$ cat src/rtl/ltw_pkg.sv
package ltw_pkg;
   localparam int unsigned PAGE_SH   = 12;
   localparam int unsigned WIN_SH    = 20;
   localparam int unsigned ENT_W     = 64;
   localparam int unsigned SLOT_W    = 9;
   localparam logic [SLOT_W-1:0] SLOT_PREV = 9'd510;
   localparam logic [SLOT_W-1:0] SLOT_NEXT = 9'd511;

   typedef enum logic [2:0] {
      ST_IDLE,
      ST_PLAN,
      ST_ISSUE,
      ST_WAIT,
      ST_DONE
   } ltw_state_e;

   typedef enum logic [1:0] {
      FK_DATA,
      FK_PREV,
      FK_NEXT
   } ltw_fetch_e;
endpackage

$ cat src/rtl/ltw_addr_split.sv
module ltw_addr_split #(
   parameter int unsigned IN_W = 40
) (
   input  logic [IN_W-1:0]                     in_addr,
   input  logic [IN_W-1:0]                     in_base,
   output logic                                below,
   output logic [IN_W-ltw_pkg::WIN_SH-1:0]     win,
   output logic [7:0]                          idx,
   output logic [ltw_pkg::PAGE_SH-1:0]         pgoff
);
   import ltw_pkg::*;

   logic [IN_W-1:0] diff;

   always_comb begin
      diff  = in_addr - in_base;
      below = (in_addr < in_base);
      win   = diff[IN_W-1:WIN_SH];
      idx   = diff[WIN_SH-1:PAGE_SH];
      pgoff = diff[PAGE_SH-1:0];
   end
endmodule

$ cat src/rtl/ltw_entry_dec.sv
module ltw_entry_dec #(
   parameter int unsigned PA_W       = 40,
   parameter bit          STRICT_SBZ = 1'b1
) (
   input  logic [ltw_pkg::ENT_W-1:0]           entry,
   output logic                                valid,
   output logic [PA_W-ltw_pkg::PAGE_SH-1:0]    pfn
);
   import ltw_pkg::*;

   assign pfn = entry[PA_W-1:PAGE_SH];

   generate
      if (STRICT_SBZ) begin : g_strict
         if (PA_W < ENT_W) begin : g_hi
            assign valid = entry[0] && (entry[PAGE_SH-1:1] == '0)
                           && (entry[ENT_W-1:PA_W] == '0);
         end else begin : g_full
            assign valid = entry[0] && (entry[PAGE_SH-1:1] == '0);
         end
      end else begin : g_loose
         assign valid = entry[0];
      end
   endgenerate
endmodule

$ cat src/rtl/ltw_ctrl.sv
module ltw_ctrl #(
   parameter int unsigned IN_W = 40,
   parameter int unsigned PA_W = 40
) (
   input  logic                          clk,
   input  logic                          rst_n,
   input  logic                          en,
   input  logic [PA_W-1:0]               tbl_base,
   input  logic                          req_valid,
   input  logic [IN_W-1:0]               req_addr,
   output logic                          req_ready,
   output logic [IN_W-1:0]               req_q,
   input  logic                          below,
   input  logic [IN_W-ltw_pkg::WIN_SH-1:0] win,
   input  logic [7:0]                    idx,
   input  logic [ltw_pkg::PAGE_SH-1:0]   pgoff,
   output logic                          mem_req_valid,
   input  logic                          mem_req_ready,
   output logic [PA_W-1:0]               mem_req_addr,
   input  logic                          mem_rsp_valid,
   input  logic                          ent_valid,
   input  logic [PA_W-ltw_pkg::PAGE_SH-1:0] ent_pfn,
   output logic                          rsp_valid,
   output logic                          rsp_err,
   output logic [PA_W-1:0]               rsp_addr
);
   import ltw_pkg::*;

   localparam int unsigned WIN_W = IN_W - WIN_SH;
   localparam int unsigned PFN_W = PA_W - PAGE_SH;

   ltw_state_e       state;
   ltw_fetch_e       kind;
   logic [PFN_W-1:0] cur_pfn;
   logic [WIN_W-1:0] cur_win;
   logic [PFN_W-1:0] res_pfn;
   logic [PA_W-1:0]  fetch_addr;
   logic             err_q;

   always_ff @(posedge clk or negedge rst_n) begin
      if (!rst_n) begin
         state      <= ST_IDLE;
         kind       <= FK_DATA;
         cur_pfn    <= '0;
         cur_win    <= '0;
         res_pfn    <= '0;
         fetch_addr <= '0;
         err_q      <= 1'b0;
         req_q      <= '0;
      end else begin
         case (state)
            ST_IDLE: begin
               if (!en) begin
                  cur_pfn <= tbl_base[PA_W-1:PAGE_SH];
                  cur_win <= '0;
               end else if (req_valid) begin
                  req_q <= req_addr;
                  state <= ST_PLAN;
               end
            end
            ST_PLAN: begin
               if (below) begin
                  err_q <= 1'b1;
                  state <= ST_DONE;
               end else begin
                  err_q <= 1'b0;
                  state <= ST_ISSUE;
                  if (win == cur_win) begin
                     kind       <= FK_DATA;
                     fetch_addr <= {cur_pfn, 1'b0, idx, 3'b000};
                  end else if (win > cur_win) begin
                     kind       <= FK_NEXT;
                     fetch_addr <= {cur_pfn, SLOT_NEXT, 3'b000};
                  end else begin
                     kind       <= FK_PREV;
                     fetch_addr <= {cur_pfn, SLOT_PREV, 3'b000};
                  end
               end
            end
            ST_ISSUE: begin
               if (mem_req_ready) state <= ST_WAIT;
            end
            ST_WAIT: begin
               if (mem_rsp_valid) begin
                  if (!ent_valid) begin
                     err_q <= 1'b1;
                     state <= ST_DONE;
                  end else begin
                     case (kind)
                        FK_DATA: begin
                           res_pfn <= ent_pfn;
                           state   <= ST_DONE;
                        end
                        FK_NEXT: begin
                           cur_pfn <= ent_pfn;
                           cur_win <= cur_win + 1'b1;
                           state   <= ST_PLAN;
                        end
                        default: begin
                           cur_pfn <= ent_pfn;
                           cur_win <= cur_win - 1'b1;
                           state   <= ST_PLAN;
                        end
                     endcase
                  end
               end
            end
            default: state <= ST_IDLE;
         endcase
      end
   end

   assign req_ready     = (state == ST_IDLE) && en;
   assign mem_req_valid = (state == ST_ISSUE);
   assign mem_req_addr  = fetch_addr;
   assign rsp_valid     = (state == ST_DONE);
   assign rsp_err       = err_q;
   assign rsp_addr      = err_q ? '0 : {res_pfn, pgoff};
endmodule

$ cat src/rtl/ltw_walker.sv
module ltw_walker #(
   parameter int unsigned IN_W       = 40,
   parameter int unsigned PA_W       = 40,
   parameter bit          STRICT_SBZ = 1'b1
) (
   input  logic            clk,
   input  logic            rst_n,
   input  logic            xlate_en,
   input  logic [IN_W-1:0] in_base,
   input  logic [PA_W-1:0] tbl_base,
   input  logic            req_valid,
   output logic            req_ready,
   input  logic [IN_W-1:0] req_addr,
   output logic            rsp_valid,
   output logic            rsp_err,
   output logic [PA_W-1:0] rsp_addr,
   output logic            mem_req_valid,
   input  logic            mem_req_ready,
   output logic [PA_W-1:0] mem_req_addr,
   input  logic            mem_rsp_valid,
   input  logic [63:0]     mem_rsp_data
);
   import ltw_pkg::*;

   localparam int unsigned WIN_W = IN_W - WIN_SH;
   localparam int unsigned PFN_W = PA_W - PAGE_SH;

   generate
      if (IN_W <= WIN_SH) begin : g_bad_in
         $error("IN_W must exceed the window shift");
      end
      if (PA_W <= WIN_SH || PA_W > ENT_W) begin : g_bad_pa
         $error("PA_W must lie above the window shift and within an entry");
      end
   endgenerate

   logic [IN_W-1:0]    req_q;
   logic               below;
   logic [WIN_W-1:0]   win;
   logic [7:0]         idx;
   logic [PAGE_SH-1:0] pgoff;
   logic               ent_valid;
   logic [PFN_W-1:0]   ent_pfn;

   ltw_addr_split #(.IN_W(IN_W)) u_split (
      .in_addr (req_q),
      .in_base (in_base),
      .below   (below),
      .win     (win),
      .idx     (idx),
      .pgoff   (pgoff)
   );

   ltw_entry_dec #(.PA_W(PA_W), .STRICT_SBZ(STRICT_SBZ)) u_dec (
      .entry (mem_rsp_data),
      .valid (ent_valid),
      .pfn   (ent_pfn)
   );

   ltw_ctrl #(.IN_W(IN_W), .PA_W(PA_W)) u_ctrl (
      .clk           (clk),
      .rst_n         (rst_n),
      .en            (xlate_en),
      .tbl_base      (tbl_base),
      .req_valid     (req_valid),
      .req_addr      (req_addr),
      .req_ready     (req_ready),
      .req_q         (req_q),
      .below         (below),
      .win           (win),
      .idx           (idx),
      .pgoff         (pgoff),
      .mem_req_valid (mem_req_valid),
      .mem_req_ready (mem_req_ready),
      .mem_req_addr  (mem_req_addr),
      .mem_rsp_valid (mem_rsp_valid),
      .ent_valid     (ent_valid),
      .ent_pfn       (ent_pfn),
      .rsp_valid     (rsp_valid),
      .rsp_err       (rsp_err),
      .rsp_addr      (rsp_addr)
   );
endmodule

$ cat config.mk
export PLATFORM = sky130hd
export DESIGN_NAME = ltw_walker
export DESIGN_NICKNAME = d
export VERILOG_FILES = /design/src/rtl/ltw_pkg.sv /design/src/rtl/ltw_addr_split.sv /design/src/rtl/ltw_entry_dec.sv /design/src/rtl/ltw_ctrl.sv /design/src/rtl/ltw_walker.sv
export SDC_FILE = /design/constraint.sdc
export NUM_CORES = 1
export LEC_CHECK = 0
export BUFFER_PORTS_ARGS = -buffer_cell sky130_fd_sc_hd__buf_2
export CAP_MARGIN = 20
export CELL_PAD_IN_SITES_DETAIL_PLACEMENT = 0
export CELL_PAD_IN_SITES_GLOBAL_PLACEMENT = 1
export CORE_UTILIZATION = 38
export CTS_CLUSTER_SIZE = 20
export DETAILED_ROUTE_END_ITERATION = 10
export PLACE_DENSITY = 0.76
export SLEW_MARGIN = 20
export SYNTH_ARGS = -nofsm -noshare
export SYNTH_HDL_FRONTEND = slang
export SYNTH_SLANG_ARGS = --single-unit
$ cat constraint.sdc
create_clock -name clk -period 8.42 [get_ports clk]
set_clock_uncertainty 0.15 [all_clocks]
set_input_delay 1.684 -clock clk [delete_from_list [all_inputs] [get_ports clk]]
set_output_delay 1.684 -clock clk [all_outputs]
set_load 0.005 [all_outputs]
[Word level (Yosys, flattened, before mapping)]
Cells that the tools add are included.
Word-level totals
  register bits: 162
  bits of input ports: 190
  output and inout port bits: 84
Operators by class
  equal/unequal tests: 14
  reductions and logical operators: 15
  mux-type cells: 27
  $add $sub $neg: 3
  bitwise logic cells: 1
  $lt $le $gt $ge: 2
Operator list (count)
  28-bit two-way mux: 4
  20-bit one-hot mux with 2 select lines: 2
  20-bit two-way mux: 3
  28-bit one-hot mux with 2 select lines: 1
  40-bit less-than comparator: 1
  40-bit two-way mux: 1
  40-bit subtractor: 1
  24-bit logical NOT: 1
  3-bit two-way mux: 7
  20-bit by 1-bit adder with 20-bit output, second input constant: 1
  20-bit == test: 1
  20-bit greater-than comparator: 1
  20-bit by 1-bit subtractor with 20-bit output, second input constant: 1
  12-bit two-way mux: 1
  2-bit != test, second input constant: 6
  3-bit one-hot mux with 4 select lines: 1
  11-bit logical NOT: 1
  4-bit AND reduction: 2
  3-bit by 2-bit == test with 1-bit output, second input constant: 2
  3-bit AND reduction: 2
  5-bit AND reduction: 1
  2-bit two-way mux: 2
  4-bit two-way mux: 1
  2-bit by 1-bit != test with 1-bit output, second input constant: 2
  11 further kinds: 16

[Logic depth before layout (Yosys ltp)]
  depth after elaboration: 6
  mapped depth: 21
  depth with buffers taken out: 21

[Modules after synthesis]
From an unflattened synthesis, not the netlist that was laid out.
Second synthesis, totals
  cell total of the unflattened synthesis: 1201
  area, all modules: 11115.7 sq um
By module, submodules not included
  ltw_ctrl: instances 1, seq. area each 3978.8 sq um, area an instance 8217.9 sq um, cells each 780
  ltw_addr_split: instances 1, seq. area each 0.0 sq um, area an instance 2578.7 sq um, cells each 380
  ltw_entry_dec: instances 1, seq. area each 0.0 sq um, area an instance 319.1 sq um, cells each 41

[Worst setup path before layout]
Ideal clock, no wire load.
  kind: input to register
  start point: input in_base[2]
  end point: register u_ctrl.kind[1]
  arrival: 5505 ps
  buffers on the path: 1
  slack: 2640 ps
  stages on the path: 19
  required time: 8145 ps
  cells stage by stage: inv_1 -> ha_1 -> nor2b_1 -> o31a_1 -> or4_1 -> and2_1 -> a21oi_1 -> a31o_2 -> nor3_1 -> a211o_1 -> xor2_1 -> ha_1 -> nand4_1 -> nor4_1 -> inv_1 -> nor2_1 -> clkbuf_1 -> nor2_1 -> mux2_2
Between the ends
  word-level cells in the longest chain between the ends: 4
  elaborated cells between the ends (all ways): 8
  those cells by class: add/sub: 1; order compare: 2; eq/ne: 1; mux: 2; bitwise: 1; reduce/logical: 1
Ends and longest elaborated chain
  from (decl): RTL line ltw_walker.sv:9  | input logic [IN_W-1:0] in_base,
  40-bit subtractor: RTL line ltw_addr_split.sv:16  | diff = in_addr - in_base;
  20-bit greater-than comparator: RTL line ltw_ctrl.sv:71  | end else if (win > cur_win) begin
  2-bit two-way mux: RTL line ltw_ctrl.sv:71
  2-bit two-way mux: RTL line ltw_ctrl.sv:68  | if (win == cur_win) begin
  to (signal assigned): RTL line ltw_ctrl.sv:69  | kind <= FK_DATA;
  to (signal assigned): RTL line ltw_ctrl.sv:72  | kind <= FK_NEXT;
  to (signal assigned): RTL line ltw_ctrl.sv:75  | kind <= FK_PREV;
  to (decl): RTL line ltw_ctrl.sv:33  | ltw_fetch_e kind;
Parallel ways exist; a longest one is shown, timed or not.
A chain may end at the register's enable or synchronous reset.

[Final worst setup path]
  start point: input in_base[9]
  end point: register u_ctrl.kind[1]
Same word-level chain as after synthesis.

==> run summary <==
Post-CTS Resized = 0
Setup bufs post-CTS = 0
Sink Count = 159
Worst Setup End Kind = flop
Crit Path Class = in2reg
Fin. Hold Viols = 0
First-pass GRT wire length = 46.0 mm
TritonCTS clock tree = yes
Maximum VDD drop = 136 uV
Post-synth EDFFs = 0
Netlist Area Pre-Place = 10400 sq um
CTS H-tree depth = 4
Antenna violations before repair = 1
# IOs = 274
Worst-margin pin slew = 0.928 ns
Vias per cell = 5.26
Met2 Resource Use GR = 35.4%
Synth Register Bits = 159
Synth warn = 0
Top post-synthesis cells by area = dfrtp_1 (38%), mux2_2 (11%), ha_1 (9.4%)
Avg Cell Area, Syn = 9.50 sq um
R2R setup slack = 3.06 ns
Hold slack final = 0.350 ns
Grt total ovfl = 0
Largest net degree at the start of global routing = 95
Cell area power density = 387 nW/um^2
Filler cells = 2641
Distinct cell type count after synthesis = 68
Fin util = 46.8%
WP data required = 8.58 ns
Area fraction of the dominant cell type after synthesis = 38.2%
Core ar. = 27000 sq um
RD Place Congestion = 0.864
Sequential share of the synthesized area = 38.2%
Most common cell in the netlist = dfrtp_1
Residual DRC count = 0
First-pass iteration count of the detailed router = 4
Post-place setup slack = 1.64 ns
Post-Route WL = 28.8 mm
DP Area = 12000 sq um
Layout Nets = 1606
Reg-to-Reg Start = u_ctrl.req_q[0]$_DFFE_PN0P_
Gr busiest metal = met2
Relative slew slack = 38.1%
Fin area = 12600 sq um
Die H = 168 um
Leakage power = 6.14 nW
CTS buffer count = 17
Top cells by count, synth = dfrtp_1 (159), nand2_1 (110), mux2_2 (106)
Vias in the first global route = 8764
Worst hold path class = reg2reg
Chip Width = 168 um
M1 GR Usage = 26.8%
Share of layout cells above drive strength 1 = 31.7%
Tcrit/Tclk final = 75.2%
Root Driver = clkbuf_16
CTS Hold Bufs = 0
Clock-pin slew on the worst setup and hold paths = 0.07 ns
Max_cap viols = 0
Area Growth Syn to Fin = 21.2%
Detail Placement HPWL = 21.6 mm
Crit-path max FO = 11
Worst skew pair latency = 0.44 ns
Initial drt markers = 376
Vias = 8898
Final TNS setup = 0 ns
Count of input and output buffers = 258
Initial core utilization = 38.6%
Die ar. = 28100 sq um
Mapped Cells = 1096
Final min period = 6.33 ns
Final Max Slew Viols = 0
Row Count = 60
CP Launch Point = in_base[9]
Antenna Nets Post-Route = 0
Post-synth top area cell = dfrtp_1
All-Layer GR Usage = 20.6%
CTS Buffer Depth = 2
Fin worst setup slack = 2.09 ns
Global Route met3 Usage = 2.72%
Min-delay src = u_ctrl.res_pfn[18]$_DFFE_PN0P_
Asr flop ratio synth = 100%
Status = completed
RSZ-0062 raised after global routing = false
Routed len/inst = 17.0 um
CP Launch Type = input pin
Fmax = 158 MHz
Final setup viols = 0
WP data arrival = 6.49 ns
Ys flop type = dfrtp_1
[layout make-up]
type | instances | area, sq um | area share, %
Antenna cell | 1 | 2.50 | 0.0198
Clock buffer | 17 | 425 | 3.37
Clock inverter | 15 | 204 | 1.62
Inverter | 80 | 300 | 2.38
Multi-Input combinational cell | 811 | 5900 | 46.8
Sequential cell | 159 | 3980 | 31.5
Tap cell | 341 | 427 | 3.38
Timing Repair Buffer | 267 | 1380 | 10.9
[power breakdown]
part,internal [mW],switching (mW)
clock network,0.409,0.403
logic,1.28,1.55
registers,1.07,0.189
total,2.75,2.14
[cells in the final DEF (no fill, tap or decap), drive strengths merged, types with 5 or more instances in the layout]
cell type  count
o22ai          6
and3           7
ha            78
o21a          10
o21bai         6
o21ai         41
nor4          17
mux2         106
or3            8
a21o          37
nor2          68
xnor2         34
nand4         17
a21oi         59
nor2b         44
a211oi        11
nand3         18
clkinv         9
buf          267
inv           86
xor2          14
clkbuf        17
nor3          11
nand2        110
nand2b         9
a31oi         31
dfrtp        159
or2            5
o31ai          6
[worst paths after layout]
kind,endpoint,depth (start not counted)
worst max-delay path,u_ctrl.kind[1]$_DFFE_PN0P_,19
worst min-delay path,u_ctrl.res_pfn[18]$_DFFE_PN0P_,1
worst max register to register,u_ctrl.kind[1]$_DFFE_PN0P_,19
worst min register to register,u_ctrl.res_pfn[18]$_DFFE_PN0P_,1
max in group asynchronous,u_ctrl.mem_req_addr[39]$_DFFE_PN0P_,2
min in group asynchronous,u_ctrl.cur_pfn[14]$_DFFE_PN0P_,1
[state kept, by name, indices dropped and copies added, names as in the netlist]
name and cells:
u_ctrl.req_q 40, u_ctrl.state 3, u_ctrl.cur_pfn 28, u_ctrl.res_pfn 28, u_ctrl.mem_req_addr 37, u_ctrl.rsp_err 1, u_ctrl.kind 2, u_ctrl.cur_win 20
[metrics by stage]
step	total power, mW	std cells
final	4.89	1691
after global routing	5.34	1691
after CTS	4.92	1689
after detailed placement	4.07	1657
after global placement	4.01	1657
after floorplan	3.33	1098
[cell families after synthesis]
group | count (synthesis) | synth area share, %
muxes | 110 | 11.8
adders and majority gates | 80 | 9.76
and+or+nand+nor | 327 | 15.6
other | 1 | 0.0360
xor gates and xnor gates | 48 | 4.04
AOI/OAI and AO/OA | 243 | 15.3
buffers and inverters | 128 | 5.29
DFF | 159 | 38.2
[metal layers]
metal	vias to the layer above	share of wire [%]
li1	4375	-
met1	4268	46
met2	227	49
met3	28	3.2
met4	0	1.8
met5	-	0
[critical path: stages]
cell	delay [ns]
buf_2	0.08
inv_1	0.03
ha_1	0.38
a21oi_1	0.24
nand2_1	0.07
a211oi_1	0.20
a21bo_2	0.29
a211oi_1	0.53
or2_2	0.26
o21a_1	0.22
mux2i_1	0.19
o311ai_0	0.23
ha_1	0.38
nand4_1	0.13
nor4_1	0.33
inv_1	0.08
nor2_1	0.68
nor2_1	0.18
mux2_2	0.31
Note: power is estimated with default switching activity, not from simulation.
